## src/rtl/spi_slv_pkg.sv

```systemverilog
package spi_slv_pkg;

    localparam int ADDR_W = 6;

    // Frame-level states of the serial engine
    typedef enum logic [2:0] {
        ST_IDLE    = 3'd0,   // select high
        ST_CMD     = 3'd1,   // receiving the command byte
        ST_WRITE   = 3'd2,   // data bytes go into registers
        ST_READ    = 3'd3,   // data bytes come out of registers
        ST_DISCARD = 3'd4    // remote / reserved / refused: ignore the rest
    } frame_state_e;

    // Command operation field, command bits [7:6]
    typedef enum logic [1:0] {
        OP_WRITE  = 2'b00,
        OP_RSVD   = 2'b01,
        OP_READ   = 2'b10,
        OP_REMOTE = 2'b11
    } cmd_op_e;

    localparam logic [ADDR_W-1:0] A_CFG  = 6'h00;
    localparam logic [ADDR_W-1:0] A_STAT = 6'h01;
    localparam logic [ADDR_W-1:0] A_RET  = 6'h08;
    localparam logic [ADDR_W-1:0] A_USER = 6'h20;

    localparam int CFG_OFF  = 0;
    localparam int CFG_IRQ  = 1;
    localparam int CFG_CPOL = 2;
    localparam int CFG_CPHA = 3;
    localparam int CFG_LSB  = 4;
    localparam int CFG_USER = 5;

    // Shift one received bit into a partial byte in the chosen order
    function automatic logic [7:0] shift_in(input logic [7:0] sofar,
                                            input logic       bit_v,
                                            input logic       lsb_first);
        return lsb_first ? {bit_v, sofar[7:1]} : {sofar[6:0], bit_v};
    endfunction

endpackage

```

## src/rtl/spi_pin_sync.sv

```systemverilog
// Brings the serial pins into the core clock and finds clock edges.
module spi_pin_sync #(
    parameter int STAGES = 2
) (
    input  logic clk,
    input  logic rst_n,
    input  logic sclk_in,
    input  logic ss_n_in,
    input  logic mosi_in,
    output logic sclk_rise,
    output logic sclk_fall,
    output logic ss_active,
    output logic mosi_s
);

    localparam int TOP = STAGES - 1;

    logic [STAGES-1:0] sclk_pipe;
    logic [STAGES-1:0] ss_pipe;
    logic [STAGES-1:0] mosi_pipe;
    logic              sclk_last;

    always_ff @(posedge clk or negedge rst_n) begin
        if (!rst_n) begin
            sclk_pipe <= '0;
            ss_pipe   <= '1;
            mosi_pipe <= '0;
            sclk_last <= 1'b0;
        end else begin
            sclk_pipe <= {sclk_pipe[TOP-1:0], sclk_in};
            ss_pipe   <= {ss_pipe[TOP-1:0], ss_n_in};
            mosi_pipe <= {mosi_pipe[TOP-1:0], mosi_in};
            sclk_last <= sclk_pipe[TOP];
        end
    end

    assign sclk_rise = sclk_pipe[TOP] & ~sclk_last;
    assign sclk_fall = ~sclk_pipe[TOP] & sclk_last;
    assign ss_active = ~ss_pipe[TOP];
    assign mosi_s    = mosi_pipe[TOP];

endmodule

```

## src/rtl/spi_frame_fsm.sv

```systemverilog
// Command decode, bit counting, address stepping and output bit choice.
module spi_frame_fsm
    import spi_slv_pkg::*;
(
    input  logic              clk,
    input  logic              rst_n,
    input  logic              ss_active,
    input  logic              sample_edge,
    input  logic              mosi_bit,
    input  logic              lsb_first,
    input  logic              slave_off,
    input  logic [7:0]        rd_data,
    output frame_state_e      state_o,
    output logic              wr_en,
    output logic [ADDR_W-1:0] wr_addr,
    output logic [7:0]        wr_data,
    output logic [ADDR_W-1:0] rd_addr,
    output logic              miso_bit
);

    frame_state_e      state_q, state_d;
    logic [2:0]        bit_cnt_q;
    logic [7:0]        shift_q;
    logic [ADDR_W-1:0] addr_q;
    logic [7:0]        tx_q;
    logic [7:0]        rx_byte;
    logic              byte_done;
    cmd_op_e           cmd_op;

    assign rx_byte   = shift_in(shift_q, mosi_bit, lsb_first);
    assign byte_done = ss_active && sample_edge && (bit_cnt_q == 3'd7);
    assign cmd_op    = cmd_op_e'(rx_byte[7:6]);

    // Transitions: IDLE->CMD on select; CMD->WRITE/READ/DISCARD on
    // the eighth bit; any state->IDLE when select goes high.
    always_comb begin
        state_d = state_q;
        if (!ss_active) begin
            state_d = ST_IDLE;
        end else begin
            unique case (state_q)
                ST_IDLE: state_d = ST_CMD;
                ST_CMD: begin
                    if (byte_done) begin
                        if (cmd_op == OP_WRITE)
                            state_d = ST_WRITE;
                        else if (cmd_op == OP_READ && !slave_off)
                            state_d = ST_READ;
                        else
                            state_d = ST_DISCARD;
                    end
                end
                ST_WRITE, ST_READ, ST_DISCARD: state_d = state_q;
                default: state_d = ST_IDLE;
            endcase
        end
    end

    always_ff @(posedge clk or negedge rst_n) begin
        if (!rst_n) state_q <= ST_IDLE;
        else        state_q <= state_d;
    end

    // Bit counter, partial byte, address and outgoing byte
    always_ff @(posedge clk or negedge rst_n) begin
        if (!rst_n) begin
            bit_cnt_q <= '0;
            shift_q   <= '0;
            addr_q    <= '0;
            tx_q      <= '0;
        end else if (!ss_active) begin
            bit_cnt_q <= '0;
            shift_q   <= '0;
            addr_q    <= '0;
            tx_q      <= '0;
        end else if (sample_edge) begin
            bit_cnt_q <= bit_cnt_q + 3'd1;
            shift_q   <= rx_byte;
            if (bit_cnt_q == 3'd7) begin
                unique case (state_q)
                    ST_CMD: begin
                        addr_q <= rx_byte[ADDR_W-1:0];
                        tx_q   <= rd_data;
                    end
                    ST_WRITE: addr_q <= addr_q + ADDR_W'(1);
                    ST_READ: begin
                        addr_q <= addr_q + ADDR_W'(1);
                        tx_q   <= rd_data;
                    end
                    default: ;
                endcase
            end
        end
    end

    // Outputs
    always_comb begin
        state_o  = state_q;
        wr_en    = byte_done && (state_q == ST_WRITE);
        wr_addr  = addr_q;
        wr_data  = rx_byte;
        rd_addr  = (state_q == ST_CMD) ? rx_byte[ADDR_W-1:0] : addr_q + ADDR_W'(1);
        miso_bit = 1'b0;
        if (state_q == ST_READ)
            miso_bit = lsb_first ? tx_q[bit_cnt_q] : tx_q[3'd7 - bit_cnt_q];
    end

endmodule

```

## src/rtl/spi_slave_regs.sv

```systemverilog
// Configuration, status, return area and user bytes.
// RET_BYTES in 2..8 and NUM_USER in 2..16 keep the map inside its windows.
module spi_slave_regs
    import spi_slv_pkg::*;
#(
    parameter int NUM_USER  = 16,
    parameter int RET_BYTES = 8
) (
    input  logic                  clk,
    input  logic                  rst_n,
    input  logic                  wr_en,
    input  logic [ADDR_W-1:0]     wr_addr,
    input  logic [7:0]            wr_data,
    input  logic [ADDR_W-1:0]     rd_addr,
    output logic [7:0]            rd_data,
    input  logic                  ret_load,
    input  logic [RET_BYTES*8-1:0] ret_data,
    output logic [7:0]            cfg_o,
    output logic                  ready_o,
    output logic [NUM_USER*8-1:0] user_o
);

    localparam int RET_IDX_W  = $clog2(RET_BYTES);
    localparam int USER_IDX_W = $clog2(NUM_USER);
    localparam logic [ADDR_W-1:0] RET_END  = A_RET + ADDR_W'(RET_BYTES);
    localparam logic [ADDR_W-1:0] USER_END = A_USER + ADDR_W'(NUM_USER);

    logic [7:0] cfg_q;
    logic       ready_q;
    logic [7:0] ret_q  [RET_BYTES];
    logic [7:0] user_q [NUM_USER];
    logic       write_ok;

    // While disabled only the configuration byte accepts writes
    assign write_ok = wr_en && (!cfg_q[CFG_OFF] || wr_addr == A_CFG);

    always_ff @(posedge clk or negedge rst_n) begin
        if (!rst_n) begin
            cfg_q   <= '0;
            ready_q <= 1'b0;
        end else begin
            if (write_ok && wr_addr == A_CFG)
                cfg_q <= wr_data;
            if (ret_load)
                ready_q <= 1'b1;
            else if (write_ok && wr_addr == A_STAT && wr_data[0])
                ready_q <= 1'b0;
        end
    end

    for (genvar k = 0; k < RET_BYTES; k++) begin : g_ret
        always_ff @(posedge clk or negedge rst_n) begin
            if (!rst_n)        ret_q[k] <= '0;
            else if (ret_load) ret_q[k] <= ret_data[8*k +: 8];
        end
    end

    for (genvar i = 0; i < NUM_USER; i++) begin : g_user
        always_ff @(posedge clk or negedge rst_n) begin
            if (!rst_n)
                user_q[i] <= '0;
            else if (write_ok && cfg_q[CFG_USER] && wr_addr == A_USER + ADDR_W'(i))
                user_q[i] <= wr_data;
        end
        assign user_o[8*i +: 8] = user_q[i];
    end

    always_comb begin
        rd_data = '0;
        if (rd_addr == A_CFG)
            rd_data = cfg_q;
        else if (rd_addr == A_STAT)
            rd_data = {7'b0, ready_q};
        else if (rd_addr >= A_RET && rd_addr < RET_END)
            rd_data = ret_q[rd_addr[RET_IDX_W-1:0]];
        else if (rd_addr >= A_USER && rd_addr < USER_END && cfg_q[CFG_USER])
            rd_data = user_q[rd_addr[USER_IDX_W-1:0]];
    end

    assign cfg_o   = cfg_q;
    assign ready_o = ready_q;

endmodule

```

## src/rtl/spi_slave_regfile.sv

```systemverilog
module spi_slave_regfile
    import spi_slv_pkg::*;
#(
    parameter int NUM_USER    = 16,
    parameter int RET_BYTES   = 8,
    parameter int SYNC_STAGES = 2
) (
    input  logic                   clk,
    input  logic                   rst_n,
    input  logic                   spi_sclk,
    input  logic                   spi_ss_n,
    input  logic                   spi_mosi,
    output logic                   spi_miso,
    input  logic                   ret_load,
    input  logic [RET_BYTES*8-1:0] ret_data,
    output logic [7:0]             cfg_out,
    output logic [NUM_USER*8-1:0]  user_regs,
    output logic                   irq
);

    logic              sclk_rise, sclk_fall, ss_active, mosi_s;
    logic              sample_edge;
    logic [7:0]        cfg_w;
    logic              ready;
    frame_state_e      fsm_state;
    logic              wr_en;
    logic [ADDR_W-1:0] wr_addr, rd_addr;
    logic [7:0]        wr_data, rd_data;
    logic              miso_bit;

    spi_pin_sync #(.STAGES(SYNC_STAGES)) u_sync (
        .clk       (clk),
        .rst_n     (rst_n),
        .sclk_in   (spi_sclk),
        .ss_n_in   (spi_ss_n),
        .mosi_in   (spi_mosi),
        .sclk_rise (sclk_rise),
        .sclk_fall (sclk_fall),
        .ss_active (ss_active),
        .mosi_s    (mosi_s)
    );

    // Equal polarity and phase bits sample on the rising edge
    assign sample_edge = (cfg_w[CFG_CPOL] == cfg_w[CFG_CPHA]) ? sclk_rise : sclk_fall;

    spi_frame_fsm u_fsm (
        .clk         (clk),
        .rst_n       (rst_n),
        .ss_active   (ss_active),
        .sample_edge (sample_edge),
        .mosi_bit    (mosi_s),
        .lsb_first   (cfg_w[CFG_LSB]),
        .slave_off   (cfg_w[CFG_OFF]),
        .rd_data     (rd_data),
        .state_o     (fsm_state),
        .wr_en       (wr_en),
        .wr_addr     (wr_addr),
        .wr_data     (wr_data),
        .rd_addr     (rd_addr),
        .miso_bit    (miso_bit)
    );

    spi_slave_regs #(.NUM_USER(NUM_USER), .RET_BYTES(RET_BYTES)) u_regs (
        .clk      (clk),
        .rst_n    (rst_n),
        .wr_en    (wr_en),
        .wr_addr  (wr_addr),
        .wr_data  (wr_data),
        .rd_addr  (rd_addr),
        .rd_data  (rd_data),
        .ret_load (ret_load),
        .ret_data (ret_data),
        .cfg_o    (cfg_w),
        .ready_o  (ready),
        .user_o   (user_regs)
    );

    assign cfg_out  = cfg_w;
    assign irq      = cfg_w[CFG_IRQ] & ready;
    assign spi_miso = ~spi_ss_n & miso_bit;

endmodule

```

## config.mk

```make
export PLATFORM = sky130hd
export DESIGN_NAME = spi_slave_regfile
export DESIGN_NICKNAME = d
export VERILOG_FILES = /design/src/rtl/spi_slv_pkg.sv /design/src/rtl/spi_pin_sync.sv /design/src/rtl/spi_frame_fsm.sv /design/src/rtl/spi_slave_regs.sv /design/src/rtl/spi_slave_regfile.sv
export SDC_FILE = /design/constraint.sdc
export NUM_CORES = 1
export LEC_CHECK = 0
export BUFFER_PORTS_ARGS = -buffer_cell sky130_fd_sc_hd__clkbuf_2
export CORE_MARGIN = 5
export CORE_UTILIZATION = 34
export CTS_BUF_LIST = sky130_fd_sc_hd__clkbuf_8 sky130_fd_sc_hd__clkbuf_16
export DETAILED_ROUTE_END_ITERATION = 12
export PLACE_DENSITY = 0.62
export SLEW_MARGIN = 15
export SYNTH_ARGS = -nofsm -noshare
export SYNTH_HDL_FRONTEND = slang
export SYNTH_SLANG_ARGS = --single-unit
```

## constraint.sdc

```tcl
create_clock -name clk -period 2.5 [get_ports clk]
set_clock_uncertainty 0.15 [all_clocks]
set_input_delay 0 -clock clk [delete_from_list [all_inputs] [get_ports clk]]
set_output_delay 0 -clock clk [all_outputs]
set_load 0.02 [all_outputs]
```

==> results.yml, run 1 <==
die:
  core_area_mm2: 0.0325
  die_h_um: 192
  die_w_um: 192
  dieArea_mm2: 0.0368
  rows: 66
  ios: 208
  start_util_pct: 34.5
clocking:
  clock-sinks: 236
  cts_tree: "done"
  cts_htree_levels: 1
  clock_latency_ns: 0.55
  clockRootBuffer: "clkbuf_16"
  clk_pin_slew_ns: 0.07
  cts_buffers: 26
  clk_path_buf_depth: 3
power_and_ir_drop:
  power.leakage_nw: 7.53
  ir_drop_mv: 0.522
  power_mw: 8.93
  p_per_area_mw_per_mm2: 534
setup_path:
  critPathMaxFanout: 4
  worstSetupPathType: "flip-flop to flip-flop"
  cp_data_required_time_ns: 2.73
  cp-end-kind: "flip-flop"
  cp.arrival_ns: 2.99
  reg2regPathDepth: 9
  critPathLaunchType: "flip-flop"
  rrSetupSlack_ns: -0.26
sta:
  drv_slew: 0
  layout_min_cycle_time_ns: 2.76
  holdWs_ns: 0.204
  period_share_pct: 110
  maxSlewHeadroom_pct: 39.6
  tightestPinTransition_ns: 0.881
  hold_viol_final: 0
  setup_violations: 9
  fin_tns_setup_ns: -1.65
  max_freq_mhz: 363
  timing.final.ws_setup_ns: -0.257
  grt_setup_unrepaired: "true"
logic_synthesis:
  syn_avg_cell_area_um2: 10.4
  synthCells: 1080
  synth_area_leader_cell: "dfrtp_1"
  synth-edff-count: 0
  synth_cell_types: 62
  synth_ff_type: "dfrtp_1"
  synth_seq_cells: 236
  seq_area_frac_synth_pct: 52.6
  ys_warn_count: 0
  synth_nets: 1156
  yosys-top-cells-area: "dfrtp_1 52%, nand2_1 7.2%, mux2_2 7.1%"
  async_reset_ff_share_pct: 100
  syn_area_mm2: 0.0112
  synth.top_cell.area_share_pct: 52.1
routing:
  drt-total-wl_mm: 43.0
  vias_per_cell: 5.30
  vias: 10600
  post_drt_wl_per_cell_um: 21.6
  drc: 0
  drt_first_pass_iters: 7
  postRouteAntennaNets: 0
  initialDrtViolationCount: 840
global_route:
  antenna_found_initial: 1
  groute.usage.overall_pct: 22.7
  grt_max_degree: 66
  grt_pass1_vias: 10600
  grt_first_pass_wirelength_mm: 64.6
  grt_overflow: 0
run:
  cap_violations: 0
min_path:
  whs_path_depth: 0
  hp-class: "flip-flop to flip-flop"
placement:
  dp_slack_ns: -0.513
  gp_congestion: 0.898
  numPlacedInstances: 1775
  portBuffers: 207
  placed_cell_area_mm2: 0.0135
  hpwl_mm: 29.6
cells_and_area:
  area_growth_pct: 49.0
  final_nets: 1605
  final_area_mm2: 0.0167
  finalNonFillerCells: 1993
  finalCoreUtilization_pct: 51.4
  layout-drive-gt1-share_pct: 37.8
status:
  violations: "setup timing"
  outcome: "finished, violations left"
## layout make-up
cell class,count,area (um2)
Clock inverter,13,58.8
Clock buffer,35,786
Timing Repair Buffer,509,4010
Multi-Input combinational cell,750,5380
Sequential cell,236,5910
Inverter,6,22.5
Tap cell,442,553
Fill cell,2859,15800
Antenna cell,2,5.00
## where the power goes
group	internal, mW	leakage, nW	switching, mW
registers	3.94	3.12	0.0858
clock network	2.18	0.446	1.61
logic	0.602	3.97	0.512
## state kept, by name, summed over array words and instances (netlist names)
| register | count |
|---|---|
| u_regs.cfg_o | 8 |
| u_fsm.shift_q | 8 |
| u_sync.ss_pipe | 2 |
| u_fsm.tx_q | 8 |
| u_regs.ready_o | 1 |
| u_sync.sclk_last | 1 |
| u_fsm.wr_addr | 6 |
| u_sync.sclk_pipe | 2 |
| u_regs.ret_q | 64 |
| u_regs.user_o | 128 |
| u_sync.mosi_pipe | 2 |
| u_fsm.state_o | 3 |
| u_fsm.bit_cnt_q | 3 |
## per-layer routing
metal  vias up  routed length, um  track usage (%)
li1       4737                  -                -
met1      5237              17700             30.6
met2       463              20400             36.9
met3       123               3340             4.38
met4         0               1630             7.27
met5         -                  0                0
## worst max-delay path, cell delays in order (launching register included)
cell	delay [ns]
dfrtp_1	0.41
nor3b_4	0.18
buf_6	0.15
mux2i_4	0.29
buf_6	0.18
mux4_2	0.58
nor3_4	0.25
nor4_2	0.09
o31ai_2	0.13
a41oi_2	0.17
## repair_timing
item,4_1_cts,5_1_grt
hold buffers,138,0
endpoints found under the setup margin,114,122
pin swaps,15,18
gates resized for setup,95,55
gates cloned,1,3
setup buffers,17,11
endpoints found under the hold margin,302,0
## synthesized netlist by cell type, drive strengths merged (2+ instances only)
cell and number:
xnor2 3, and3b 2, o21bai 6, nand2b 3, mux2i 39, nand2 215, o32ai 7, dfstp 2
o22ai 9, ha 6, and2 15, and3 15, o21ai 148, clkbuf 46, nand4 2, mux4 12
o31ai 6, a22oi 2, a41oi 5, a211o 2, a2111oi 13, a22o 2, buf 42, mux2 72
nor2 46, inv 6, a211oi 13, xor2 3, a31oi 4, nor3 14, nor4 7, a21oi 23
dfrtp 234, nor2b 5, a311oi 14, nand3 25
## cells by family (layout without fill, tap and decap cells)
group	after synthesis	count (layout)	share of synthesized area, %
xor+xnor	6	6	0.468
buf+inv	94	563	4.23
fa+ha+maj	6	6	0.668
compound gates	261	261	14.3
mux	123	123	13.6
other cells	0	2	0
flops	236	236	52.6
simple gates	354	354	14.2
## placed cells by master (no fill, tap or decap), drive strengths merged, types with 14 or more instances in the layout
| cell type | n |
|---|---|
| mux2 | 72 |
| buf | 164 |
| nor3 | 14 |
| mux2i | 39 |
| dfrtp | 234 |
| o21ai | 148 |
| inv | 15 |
| clkbuf | 243 |
| nand2 | 215 |
| nor2 | 46 |
| nand3 | 25 |
| and3 | 15 |
| a311oi | 14 |
| a21oi | 23 |
| and2 | 15 |
| dlygate4sd3 | 137 |
## worst paths after layout
kind | start | to
max | u_fsm.state_o[2]$_DFFE_PN0P_ | u_fsm.tx_q[7]$_DFFE_PN0P_
min | u_sync.ss_pipe[0]$_DFF_PN1_ | u_sync.ss_pipe[1]$_DFF_PN1_
max reg2reg | u_fsm.state_o[2]$_DFFE_PN0P_ | u_fsm.tx_q[7]$_DFFE_PN0P_
min reg2reg | u_sync.ss_pipe[0]$_DFF_PN1_ | u_sync.ss_pipe[1]$_DFF_PN1_
max in group asynchronous | rst_n | u_sync.ss_pipe[0]$_DFF_PN1_
min in group asynchronous | rst_n | u_regs.user_o[117]$_DFFE_PN0P_
Note: power is estimated with default switching activity, not from simulation.
==> run 2: changes to the inputs <==
--- a/config.mk
+++ b/config.mk
@@ -6,9 +6,10 @@
 export NUM_CORES = 1
 export LEC_CHECK = 0
 export BUFFER_PORTS_ARGS = -buffer_cell sky130_fd_sc_hd__clkbuf_2
+export CAP_MARGIN = 40
 export CORE_MARGIN = 5
 export CORE_UTILIZATION = 34
-export CTS_BUF_LIST = sky130_fd_sc_hd__clkbuf_8 sky130_fd_sc_hd__clkbuf_16
+export CTS_BUF_LIST = sky130_fd_sc_hd__clkbuf_8
 export DETAILED_ROUTE_END_ITERATION = 12
 export PLACE_DENSITY = 0.62
 export SLEW_MARGIN = 15
==> run 2 against run 1 <==
The run still ends with setup timing left; maximum frequency grew 0.81%; count of clock-buffer cells in the layout grew 14; via count is 2.5% higher; highest routed layer unchanged.
==> results.yml, run 2 (same netlist as run 1, synthesis figures left out) <==
routing:
  postRouteAntennaNets: 0
  post_drt_wl_per_cell_um: 22.0
  drc: 0
  initialDrtViolationCount: 1009
  vias_per_cell: 5.35
  drt_first_pass_iters: 5
  vias: 10800
  drt-total-wl_mm: 44.5
setup_path:
  crit_chain: "buf_4, buf_4, xor2_1, buf_4, mux2i_2, buf_12, buf_4, nor3_4, nor4_2, o31ai_2, a41oi_1"
  worstSetupPathType: "flip-flop to flip-flop"
  cp_data_required_time_ns: 2.82
  cp-end-kind: "flip-flop"
  cp.arrival_ns: 3.05
  worst_path_largest_cell_delay_ns: 0.39
  crit_top_cell: "buf_4"
  critPathMaxFanout: 18
  worst_path_max_delay_cell: "nor4_2"
  critPathLaunchType: "flip-flop"
global_route:
  grt_max_degree: 66
  grt_overflow: 0
  grt_pass1_vias: 10700
  grt-busiest-layer: "met2"
  use_met3_pct: 4.85
  groute.usage.overall_pct: 22.7
  grt_first_pass_wirelength_mm: 64.3
  antenna_found_initial: 1
  met2_usage_pct: 36.6
  grt_util_met1_pct: 30.2
sta:
  drv_slew: 0
  grt_setup_unrepaired: "true"
  max_freq_mhz: 366
  layout_min_cycle_time_ns: 2.73
  maxSlewHeadroom_pct: 39.2
  tightestPinTransition_ns: 0.887
  setup_violations: 9
  fin_tns_setup_ns: -1.27
  period_share_pct: 109
  hold_viol_final: 0
  timing.final.ws_setup_ns: -0.235
placement:
  gp_congestion: 0.898
  placed_cell_area_mm2: 0.0135
  hpwl_mm: 29.6
  portBuffers: 207
clocking:
  clk_pin_slew_ns: 0.06
  clock_latency_ns: 0.56
  cts_buffers: 43
  cts_htree_levels: 2
  clockRootBuffer: "clkbuf_8"
  cts_tree: "done"
  clock-sinks: 236
  clk_path_buf_depth: 3
power_and_ir_drop:
  seqPwrFrac_pct: 46.7
  p_per_area_mw_per_mm2: 509
  ir_drop_mv: 0.328
  swShare_pct: 26.6
  power.leakage_nw: 7.59
  power.net_switching_mw: 2.30
  combPwrFrac_pct: 13.2
  clkPwrFrac_pct: 40.2
  internal_power_mw: 6.35
die:
  ios: 208
  core_area_mm2: 0.0325
  start_util_pct: 34.5
  die_w_um: 192
  rows: 66
  die_h_um: 192
  dieArea_mm2: 0.0368
cells_and_area:
  final_area_mm2: 0.0170
  final_nets: 1628
  layout-drive-gt1-share_pct: 39.8
  final_common_cell: "dfrtp_1"
  mostFrequentLayoutCells: "231 x dfrtp_1, 212 x nand2_1, 205 x clkbuf_2"
  largest_reg_flops: 128
  area_growth_pct: 51.3
  n_fill_cell: 2835
run:
  cap_violations: 0
status:
  outcome: "finished, violations left"
  violations: "setup timing"
min_path:
  hp-class: "flip-flop to flip-flop"
-- run 2: cell count changes in the layout (fill, tap and decap cells not counted), sizes merged --
cell      delta
buf          +1
clkbuf      +15
nand3        +2
inv          +8
mux2         +2
clkinvlp     +1
clkinv       +1
-- run 2: power by group through the flow --
stage,logic [mW],registers (mW),clock network [mW]
floorplan,0.379,4.06,0
global placement,0.717,4.08,0
detailed placement,0.727,4.08,0
CTS,1.01,4.02,3.51
global route,1.21,4.04,3.70
finish,1.14,4.03,3.47
-- run 2: worst max-delay path, delay by kind of cell, from the launching register on --
family	cells	cell delay, ns
AO/OA/AOI/OAI	2	0.42
XOR/XNOR	1	0.17
buffers and inverters	5	0.85
flip-flops	1	0.38
multiplexers	1	0.21
AND/OR/NAND/NOR	2	0.45
-- run 2: area by class of cell --
| cell class | instances | area [um2] | share of cell area (%) |
|---|---|---|---|
| Multi-Input combinational cell | 754 | 5670 | 33.3 |
| Inverter | 6 | 22.5 | 0.133 |
| Tap cell | 442 | 553 | 3.26 |
| Timing Repair Buffer | 511 | 4040 | 23.8 |
| Clock buffer | 49 | 674 | 3.97 |
| Sequential cell | 236 | 5910 | 34.8 |
| Clock inverter | 23 | 116 | 0.685 |
| Antenna cell | 2 | 5.00 | 0.0295 |
-- run 2: path summary, 6_finish.rpt --
kind                                               start                             to  slack, ns  cells after the start
max                         u_fsm.wr_addr[3]$_DFFE_PN0P_      u_fsm.tx_q[7]$_DFFE_PN0P_      -0.23                     11
max in group asynchronous                          rst_n    u_sync.ss_pipe[1]$_DFF_PN1_       1.39                      4
max reg2reg                 u_fsm.wr_addr[3]$_DFFE_PN0P_      u_fsm.tx_q[7]$_DFFE_PN0P_      -0.23                     11
min reg2reg                u_sync.sclk_pipe[0]$_DFF_PN0_  u_sync.sclk_pipe[1]$_DFF_PN0_       0.20                      0
min in group asynchronous                          rst_n  u_regs.user_o[53]$_DFFE_PN0P_       0.47                      4
min                        u_sync.sclk_pipe[0]$_DFF_PN0_  u_sync.sclk_pipe[1]$_DFF_PN0_       0.20                      0
-- run 2: repair_timing --
action                                 4_1_cts  5_1_grt
endpoints found under the hold margin      302        0
gates cloned                                 0       10
pin swaps                                    8       32
setup endpoints to repair                  114      128
buffers inserted                            12       15
resized for setup                           70      116
hold buffers                               138        0
-- run 2: metrics by stage --
stage | cells | setup WS (ns) | hold WS (ns) | utilization [%] | power (mW)
after floorplan | 1080 | -0.0725 | -0.446 | - | 4.43
after global placement | 1775 | -0.465 | -0.164 | 41.6 | 4.80
after detailed placement | 1775 | -0.513 | -0.164 | 41.6 | 4.81
after CTS | 1997 | -0.185 | 0.208 | 49.6 | 8.54
after global routing | 2022 | -0.270 | 0.225 | 52.2 | 8.96
final | 2023 | -0.235 | 0.205 | 52.2 | 8.65
-- run 2: layer usage --
metal  vias to the layer above  wire, um
li1                       4806         -
met1                      5337     17800
met2                       566     21000
met3                       119      4000
met4                         0      1670
met5                         -         0
